<file path="src/rtl/lps_pkg.sv">
package lps_pkg;

  typedef enum logic [1:0] {
    LP_RUN  = 2'b00,
    LP_WAIT = 2'b01,
    LP_HALT = 2'b10,
    LP_STOP = 2'b11
  } lpState_e;

  // strobes from control to datapath
  typedef struct packed {
    logic hwReset;   // reset from any source this cycle
    logic enterLp;   // leaving run for a low-power state
    logic wakeExit;  // leaving a low-power state on a wake
    logic armPend;   // remember a wake seen before terminal count
  } seqStrobe_t;

endpackage

</file>
<file path="src/rtl/lps_dp.sv">
module lps_dp
  import lps_pkg::*;
#(
  parameter int STAB_LEN = 4064
) (
  input  logic       clk,
  input  seqStrobe_t strobe,
  input  logic       cfgPortWake,
  input  logic       timerIrq,
  input  logic       extIrq,
  input  logic       portIrq,
  output logic       termHit,
  output logic       pendQ,
  output logic       wakeAll,
  output logic       wakeNoTimer,
  output logic       maskClr,
  output logic       maskSet,
  output logic       wakePulse
);

  localparam int CNT_W = (STAB_LEN > 1) ? $clog2(STAB_LEN) : 1;
  localparam logic [CNT_W-1:0] TERM_VAL = CNT_W'(STAB_LEN - 1);

  logic [CNT_W-1:0] stabCnt;

  // free-running stabilization counter, restarted only by reset
  always_ff @(posedge clk) begin
    if (strobe.hwReset || termHit) stabCnt <= '0;
    else                           stabCnt <= stabCnt + 1'b1;
  end

  assign termHit = (stabCnt == TERM_VAL);

  // wake source qualification
  logic portOk;
  assign portOk      = cfgPortWake & portIrq;
  assign wakeNoTimer = extIrq | portOk;
  assign wakeAll     = wakeNoTimer | timerIrq;

  // remembered wake request for halt/stop
  always_ff @(posedge clk) begin
    if (strobe.hwReset || strobe.wakeExit) pendQ <= 1'b0;
    else if (strobe.armPend)               pendQ <= 1'b1;
  end

  // one-cycle pulses toward the core
  always_ff @(posedge clk) begin
    maskSet   <= strobe.hwReset;
    maskClr   <= strobe.enterLp & ~strobe.hwReset;
    wakePulse <= strobe.wakeExit & ~strobe.hwReset;
  end

endmodule

</file>
<file path="src/rtl/lps_ctrl.sv">
module lps_ctrl
  import lps_pkg::*;
(
  input  logic       clk,
  input  logic       hwReset,
  input  logic       waitExec,
  input  logic       stopExec,
  input  logic       cfgStopToHalt,
  input  logic       termHit,
  input  logic       pendQ,
  input  logic       wakeAll,
  input  logic       wakeNoTimer,
  output seqStrobe_t strobe,
  output lpState_e   stateQ
);

  lpState_e nextState;
  logic     reqSeen;

  always_comb begin
    nextState       = stateQ;
    strobe          = '0;
    strobe.hwReset  = hwReset;
    reqSeen         = 1'b0;
    if (hwReset) begin
      nextState = LP_RUN;
    end else begin
      unique case (stateQ)
        LP_RUN: begin
          if (waitExec) begin
            nextState      = LP_WAIT;
            strobe.enterLp = 1'b1;
          end else if (stopExec) begin
            nextState      = cfgStopToHalt ? LP_HALT : LP_STOP;
            strobe.enterLp = 1'b1;
          end
        end
        LP_WAIT: begin
          if (wakeAll) begin
            nextState       = LP_RUN;
            strobe.wakeExit = 1'b1;
          end
        end
        LP_HALT, LP_STOP: begin
          reqSeen = pendQ | ((stateQ == LP_HALT) ? wakeAll : wakeNoTimer);
          if (reqSeen && termHit) begin
            nextState       = LP_RUN;
            strobe.wakeExit = 1'b1;
          end else if (reqSeen) begin
            strobe.armPend = 1'b1;
          end
        end
        default: nextState = LP_RUN;
      endcase
    end
  end

  always_ff @(posedge clk) stateQ <= nextState;

endmodule

</file>
<file path="src/rtl/lowpower_seq.sv">
module lowpower_seq
  import lps_pkg::*;
#(
  parameter int STAB_LEN = 4064
) (
  input  logic       clk,
  input  logic       rstN,
  input  logic       wdogTimeout,
  input  logic       waitExec,
  input  logic       stopExec,
  input  logic       cfgStopToHalt,
  input  logic       cfgPortWake,
  input  logic       timerIrq,
  input  logic       extIrq,
  input  logic       portIrq,
  output logic       cpuClkEn,
  output logic       timerClkEn,
  output logic       wdogClkEn,
  output logic       maskClr,
  output logic       maskSet,
  output logic       wakePulse,
  output logic [1:0] lpState
);

  seqStrobe_t strobe;
  lpState_e   stateQ;
  logic       hwReset, termHit, pendQ, wakeAll, wakeNoTimer;

  assign hwReset = ~rstN | wdogTimeout;

  lps_ctrl uCtrl (
    .clk          (clk),
    .hwReset      (hwReset),
    .waitExec     (waitExec),
    .stopExec     (stopExec),
    .cfgStopToHalt(cfgStopToHalt),
    .termHit      (termHit),
    .pendQ        (pendQ),
    .wakeAll      (wakeAll),
    .wakeNoTimer  (wakeNoTimer),
    .strobe       (strobe),
    .stateQ       (stateQ)
  );

  lps_dp #(.STAB_LEN(STAB_LEN)) uDp (
    .clk        (clk),
    .strobe     (strobe),
    .cfgPortWake(cfgPortWake),
    .timerIrq   (timerIrq),
    .extIrq     (extIrq),
    .portIrq    (portIrq),
    .termHit    (termHit),
    .pendQ      (pendQ),
    .wakeAll    (wakeAll),
    .wakeNoTimer(wakeNoTimer),
    .maskClr    (maskClr),
    .maskSet    (maskSet),
    .wakePulse  (wakePulse)
  );

  assign lpState    = stateQ;
  assign cpuClkEn   = (stateQ == LP_RUN);
  assign timerClkEn = (stateQ != LP_STOP);
  assign wdogClkEn  = (stateQ != LP_STOP);

endmodule

</file>
<file path="config.mk">
export PLATFORM = sky130hd
export DESIGN_NAME = lowpower_seq
export DESIGN_NICKNAME = d
export VERILOG_FILES = /design/src/rtl/lps_pkg.sv /design/src/rtl/lps_dp.sv /design/src/rtl/lps_ctrl.sv /design/src/rtl/lowpower_seq.sv
export SDC_FILE = /design/constraint.sdc
export NUM_CORES = 1
export LEC_CHECK = 0
export BUFFER_PORTS_ARGS = -buffer_cell sky130_fd_sc_hd__buf_2
export CAP_MARGIN = 20
export CORE_MARGIN = 3
export CORE_UTILIZATION = 40
export CTS_CLUSTER_SIZE = 16
export DETAILED_ROUTE_END_ITERATION = 10
export PLACE_DENSITY_LB_ADDON = 0.2
export SETUP_SLACK_MARGIN = 0.05
export SLEW_MARGIN = 20
export SYNTH_ARGS = -nofsm -noshare
export SYNTH_HDL_FRONTEND = slang
export SYNTH_SLANG_ARGS = --single-unit
</file>
<file path="constraint.sdc">
create_clock -name clk -period 2.41 [get_ports clk]
set_input_delay 0.1205 -clock clk [delete_from_list [all_inputs] [get_ports clk]]
set_output_delay 0.1205 -clock clk [all_outputs]
set_load 0.05 [all_outputs]
</file>
==> results of run 1 <==
[worst max-delay path, cell delays in order (launching register included)]
cell and delay (ns):
dfxtp_1 0.36, ha_1 0.21, and4_4 0.27, nand4_4 0.13, nand2_2 0.21, nor2_1 0.08
[layout make-up]
class | instances | share of cell area
multi-input cells | 61 | 0.430
flip-flops and latches | 18 | 0.392
repair buffers | 17 | 0.0925
clock buffers | 4 | 0.0395
well taps | 25 | 0.0340
inverters | 3 | 0.0122
[sequential cells by signal, indices dropped and copies added (netlist names)]
signal	cells
uDp.stabCnt	12
uCtrl.stateQ	2
uDp.maskClr	1
uDp.maskSet	1
uDp.pendQ	1
uDp.wakePulse	1
[layer usage]
layer  share of wire  wire length, um  vias to the layer above  GRT usage
li1                -                -                      326          -
met1            0.50              652                      283      0.159
met2            0.44              577                        8      0.178
met3           0.037               49                        4     0.0297
met4           0.021               27                        0     0.0829
met5               0                0                        -          0
[power groups by stage]
stage / Combinational (mW) / Sequential [mW] / Clock (mW)
6_report: 0.0549 / 0.307 / 0.183
5_1_grt: 0.0596 / 0.308 / 0.202
4_1_cts: 0.0553 / 0.307 / 0.188
3_5_place_dp: 0.0551 / 0.314 / 0
3_3_place_gp: 0.0554 / 0.314 / 0
2_1_floorplan: 0.0239 / 0.328 / 0
[Yosys cell counts (2+ instances only)]
library cell	count
a211oi_1	2
dfxtp_1	18
inv_1	3
nand2_1	7
nand3_1	4
nand4_1	3
nor2_1	13
nor2b_1	3
o21ai_0	4
xor2_1	9
[stage by stage]
stage          std cells  instance area (sq um)
2_1_floorplan         84                    779
3_3_place_gp         124                    883
3_5_place_dp         124                    883
4_1_cts              128                    920
5_1_grt              128                    920
6_report             128                    920
[worst paths after layout]
kind | slack (ns) | endpoint | startpoint
setup / recovery | 1.06 | uDp.stabCnt[6] | uDp.stabCnt[0]
hold / removal | 0.09 | uDp.maskClr | stopExec
setup reg to reg | 1.06 | uDp.stabCnt[6] | uDp.stabCnt[0]
hold reg to reg | 0.45 | uDp.stabCnt[0] | uDp.stabCnt[0]
[cells by family after synthesis]
group                      share of synthesized area
AOI/OAI and AO/OA                             0.0867
and+or+nand+nor                                0.292
buffers and inverters                         0.0305
DFF                                            0.462
adders and majority gates                     0.0160
xor gates and xnor gates                       0.112
==> results.txt, run 1 <==
outcome: complete, no violations
routability-driven placement congestion ratio: 0.764
CTS Buffer Depth: 2
Tcrit/Tclk final: 0.560
setup ws final: 1.06 ns
Skew-Pair Late Insertion Delay: 0.29 ns
Int Pwr: 0.412 mW
Min Clock Period, post-route: 1.35 ns
Setup Skew: 0.00119 ns
unrepaired setup endpoints after global routing: no
Post-CTS Setup Bufs: 0
Starting Density: 0.437
Avg WL per Cell: 10.2 um
Placement Rows: 15
Post-Route Setup TNS: 0 ns
P per Cell Area: 592 nW/um^2
r2r worst-path depth: 5
port bufs: 17
DP HPWL: 1.03 mm
switch share: 0.244
Hold WS: 0.0913 ns
# DRC: 0
ant diodes: 0
hold-fix buffers at CTS: 0
commonest non-fill, non-tap cells in the layout: dfxtp_1, buf_2, nor2_1
Fillers: 171
Worst-Margin Slew: 0.555 ns
area of the multi-input gates: 395 sq um
synthesized instance count: 84
synthesis-to-finish area growth: 18.0%
total gr overflow: 0
Mapped Avg Cell Area: 9.28 sq um
crit path kind: reg2reg
WP data arrival: 1.54 ns
HP Class: in2reg
# resized after CTS: 0
synthesis-stage register bit count: 18
PnR Total Power: 0.545 mW
vias: 621
top area cells in the synthesized netlist: dfxtp_1, xor2_1, nor2_1
Core Util, Final: 0.516
Comb pwr share: 0.101
CTS Buf Count: 3
Final setup viols: 0
Max Clk Rate: 741 MHz
Routed WL: 1.31 mm
largest net degree at the start of global routing: 11
Slew Limit Fails: 0
Async SR Flop Fraction: 0
iteration count of the initial detailed-routing pass: 3
GRT Resource Usage Total: 0.123
Post-synth EDFFs: 0
Routed Antenna Nets: 0
Seq pwr share: 0.564
maximum capacitance violations: 0
First DRT Iteration DRCs: 6
die height: 50.1 um
Clock Power Share: 0.335
final hold vios: 0
mapped cell area: 779 sq um
most common cell after layout, fill and taps aside: dfxtp_1
post-synthesis sequential area ratio: 0.462
Die W: 50.1 um
peak supply drop: 0.000269 V
share of layout cells above drive strength 1: 0.262
Synth Warn #: 0
I/O pin total: 18
NetSw: 0.133 mW
net count of the finished layout: 115
post-synth cell types: 28
initial antenna violation count: 0
critical-path maximum fanout: 10
DR vias/cell: 4.85
cell taking the most area after synthesis: dfxtp_1
post-synth top area share: 0.462
htree depth: 1
DP Worst Slack: 1.06 ns
cell depth of the worst hold path: 3
FF+latch area: 360 sq um
Top FF cell, synth: dfxtp_1
Worst EP required: 2.59 ns
CTS Sinks: 18
area of the core: 1780 sq um
root buf cell: clkbuf_4
vias in the first global route: 586
first-pass GRT wire length: 2.35 mm
Syn Nets: 95
CTS tree: done
Worst setup SP type: flip-flop
die area: 2510 sq um
CP endpoint kind: flip-flop
LEAKAGE: 0.388 nW
clock-pin slew on the worst setup and hold paths: 0.10 ns
Slew HR: 0.630
Note: power is estimated with default switching activity, not from simulation.
==> run 2, diff against run 1 <==
Settings changed: ABC_AREA from default to 1.
Clock period 2.41 ns to 1.2 ns, I/O delays scaled along.
==> run 2 against run 1 <==
Against the previous run:
- the run now ends with setup timing left
- clock power increased by 72%
- worst setup slack lost 1.1 ns
- synthesized area up 3.5%
- fmax rose by 9.6%
- cell area grew 19%
- sequential power is 100% higher
- critical endpoint is now uCtrl.stateQ[0]
- combinational power grew to 3.4 times the previous value
- first-iteration DRC count increased by 83%
- register-to-register slack got worse by 1.1 ns
- synthesized cell count grew 31%
==> results.txt, run 2 <==
First DRT Iteration DRCs: 11 (+5)
CTS tree: done
Die W: 50.9 um (+1.5%)
htree depth: 1 (unchanged)
clock-pin slew on the worst setup and hold paths: 0.10 ns (about the same)
PnR Total Power: 1.12 mW (+110%)
post-synth cell types: 22 (-21%)
area of the core: 1820 sq um (+2.1%)
net count of the finished layout: 154 (+34%)
Slew Limit Fails: 0 (unchanged)
# DRC: 0 (unchanged)
Setup Skew: 0.00762 ns (+0.00644 ns)
cell count after placement: 161 (+30%)
Seq pwr share: 0.557 (-0.007)
Starting Density: 0.443 (+0.00611)
vias in the first global route: 702 (+20%)
port bufs: 17 (unchanged)
total gr overflow: 0 (unchanged)
xor/xnor share of the synthesized area: 0.0217 (-0.0907)
Worst setup SP type: flip-flop
Worst-Margin Slew: 0.260 ns (-0.294 ns)
first-pass GRT wire length: 2.77 mm (+18%)
P per Cell Area: 1030 nW/um^2 (+74%)
final hold vios: 0 (unchanged)
Avg WL per Cell: 9.99 um (-2.2%)
Worst EP required: 1.40 ns (-1.19 ns)
initial antenna violation count: 0 (unchanged)
NetSw: 0.319 mW (+140%)
WP data arrival: 1.43 ns (-0.11 ns)
maximum capacitance violations: 0 (unchanged)
LEAKAGE: 0.488 nW (+26%)
ant diodes: 0 (unchanged)
Routed Antenna Nets: 0 (unchanged)
failing checks: setup timing
Post-synth EDFFs: 0 (unchanged)
Placement Rows: 15 (unchanged)
synthesized instance count: 110 (+31%)
Slew HR: 0.826 (+0.197)
Skew-Pair Late Insertion Delay: 0.29 ns (about the same)
crit path kind: reg2reg
Tcrit/Tclk final: 1.03 (+0.466)
post-synth top area share: 0.447 (-0.0158)
top-count cell post-synth: nor2_1
CP endpoint kind: flip-flop
switch share: 0.284 (+0.0402)
mux contribution to synthesized area: 0 (unchanged)
most common cell after layout, fill and taps aside: nor2_1
iteration count of the initial detailed-routing pass: 4 (+1)
post-synthesis sequential area ratio: 0.447 (-0.0158)
max reg flops: 12 (unchanged)
Final setup viols: 10 (+10)
Clock Power Share: 0.279 (-0.056)
HP Class: in2reg
GRT Resource Usage Total: 0.139 (+0.0161)
biggest regs: uDp.stabCnt: 12 flops, uCtrl.stateQ: 2 flops
DP HPWL: 1.21 mm (+18%)
Syn Nets: 121 (+27%)
die height: 50.9 um (+1.5%)
commonest non-fill, non-tap cells in the layout: nor2_1, nand2_1, buf_2
CTS Sinks: 18 (unchanged)
Mapped Avg Cell Area: 7.34 sq um (-21%)
routability-driven placement congestion ratio: 0.889 (+16%)
root buf cell: clkbuf_4
Comb pwr share: 0.164 (+0.063)
Finished Layout Cells: 167 (+30%)
setup ws final: -0.0319 ns (-1.09 ns)
Min Clock Period, post-route: 1.23 ns (-0.118 ns)
mapped cell area: 807 sq um (+3.5%)
synthesis-to-finish area growth: 35.3%
die area: 2590 sq um (+3.1%)
outcome: finished, violations left
Max Clk Rate: 812 MHz (+9.6%)
unrepaired setup endpoints after global routing: yes
largest family of logic cells by synthesized area: simple AND/OR/NAND/NOR gates
Post-Synth Adder-Cell Area: 0.0155 (-0.000547)
synth cell count leaders: nor2_1, nand2_1, dfxtp_1
vias: 774 (+25%)
peak supply drop: 0.000533 V (+98%)
Hold WS: 0.0309 ns (-0.0604 ns)
cell taking the most area after synthesis: dfxtp_1
DP Worst Slack: -0.0466 ns (-1.10 ns)
Top FF cell, synth: dfxtp_1
DR vias/cell: 4.63 (-4.5%)
Int Pwr: 0.805 mW (+95%)
simple-gate area share of the yosys netlist: 0.335 (+0.0427)
share of layout cells above drive strength 1: 0.387 (+0.125)
critical-path maximum fanout: 4 (-6)
Routed WL: 1.67 mm (+28%)
Async SR Flop Fraction: 0 (unchanged)
largest net degree at the start of global routing: 11 (unchanged)
register name with the most flops: uDp.stabCnt
CTS Buffer Depth: 2 (unchanged)
I/O pin total: 18 (unchanged)
synthesis-stage register bit count: 18 (unchanged)
top area cells in the synthesized netlist: dfxtp_1, nor2_1, nand2_1
Synth Warn #: 0 (unchanged)
CTS Buf Count: 3 (unchanged)
Synth Area in Compound Gates: 0.107 (+0.0203)
## run 2: cell types whose count changed in the layout (fill, tap and decap cells not counted), sizes merged, moves of 3 or more
cell / delta
nor2b: -4
and4: -3
nand2: +16
nand4: -3
xor2: -7
a21oi: +6
inv: +11
buf: +12
nor2: +11
## run 2: logic make-up (layout without fill, tap and decap cells)
| family | Yosys count | after routing |
|---|---|---|
| compound gates | 15 | 15 |
| flops | 18 | 18 |
| buf+inv | 15 | 47 |
| fa+ha+maj | 1 | 1 |
| xor+xnor | 2 | 2 |
| simple gates | 59 | 59 |
## run 2: path summary, 6_finish.rpt
kind,startpoint,endpoint,slack (ns),cells after the start
hold reg to reg,uDp.stabCnt[11],uDp.stabCnt[11],0.45,2
hold / removal,wdogTimeout,uCtrl.stateQ[1],0.03,4
setup / recovery,uDp.stabCnt[1],uCtrl.stateQ[0],-0.03,10
setup reg to reg,uDp.stabCnt[1],uCtrl.stateQ[0],-0.03,10
## run 2: layout make-up
type	instances	area (sq um)
sequential	18	372
timing repair buffer	29	181
tap	25	31.3
clock buffer	4	26.3
multi-input combinational	77	429
fill	175	728
inverter	14	52.6
## run 2: routing by layer
metal	vias up	track usage	share of wire
li1	417	-	-
met1	342	0.175	0.45
met2	11	0.225	0.50
met3	4	0.0262	0.032
met4	0	0.0673	0.020
met5	-	0	0
## run 2: power by group through the flow
stage	Sequential (mW)	Combinational (mW)	Clock [mW]
floorplan	0.672	0.0851	0
detailed placement	0.639	0.167	0
CTS	0.626	0.174	0.332
global placement	0.639	0.167	0
finish	0.626	0.184	0.314
global route	0.629	0.200	0.355
## run 2: worst max-delay path, cell delays in order (launching register included)
cell	delay (ns)
dfxtp_2	0.36
ha_4	0.15
nand2_4	0.05
nor2_4	0.10
nand2_1	0.06
nor2_1	0.08
nand2_1	0.06
nand2_2	0.10
nand3_2	0.07
nand2_1	0.07
nor2_1	0.04
## run 2: what timing repair did
action,4_1_cts,5_1_grt
pin swaps,2,2
hold buffers,0,0
setup endpoints to repair,15,16
buffers inserted,1,1
resized for setup,6,3
## run 2: stage by stage
| step | area (sq um) | TNS [ns] | util |
|---|---|---|---|
| global placement | 1020 | -0.117 | 0.561 |
| CTS | 1070 | -0.196 | 0.590 |
| finish | 1090 | -0.149 | 0.600 |
| global route | 1090 | -1.47 | 0.600 |
| floorplan | 837 | -0.139 | - |
| detailed placement | 1020 | -0.308 | 0.561 |
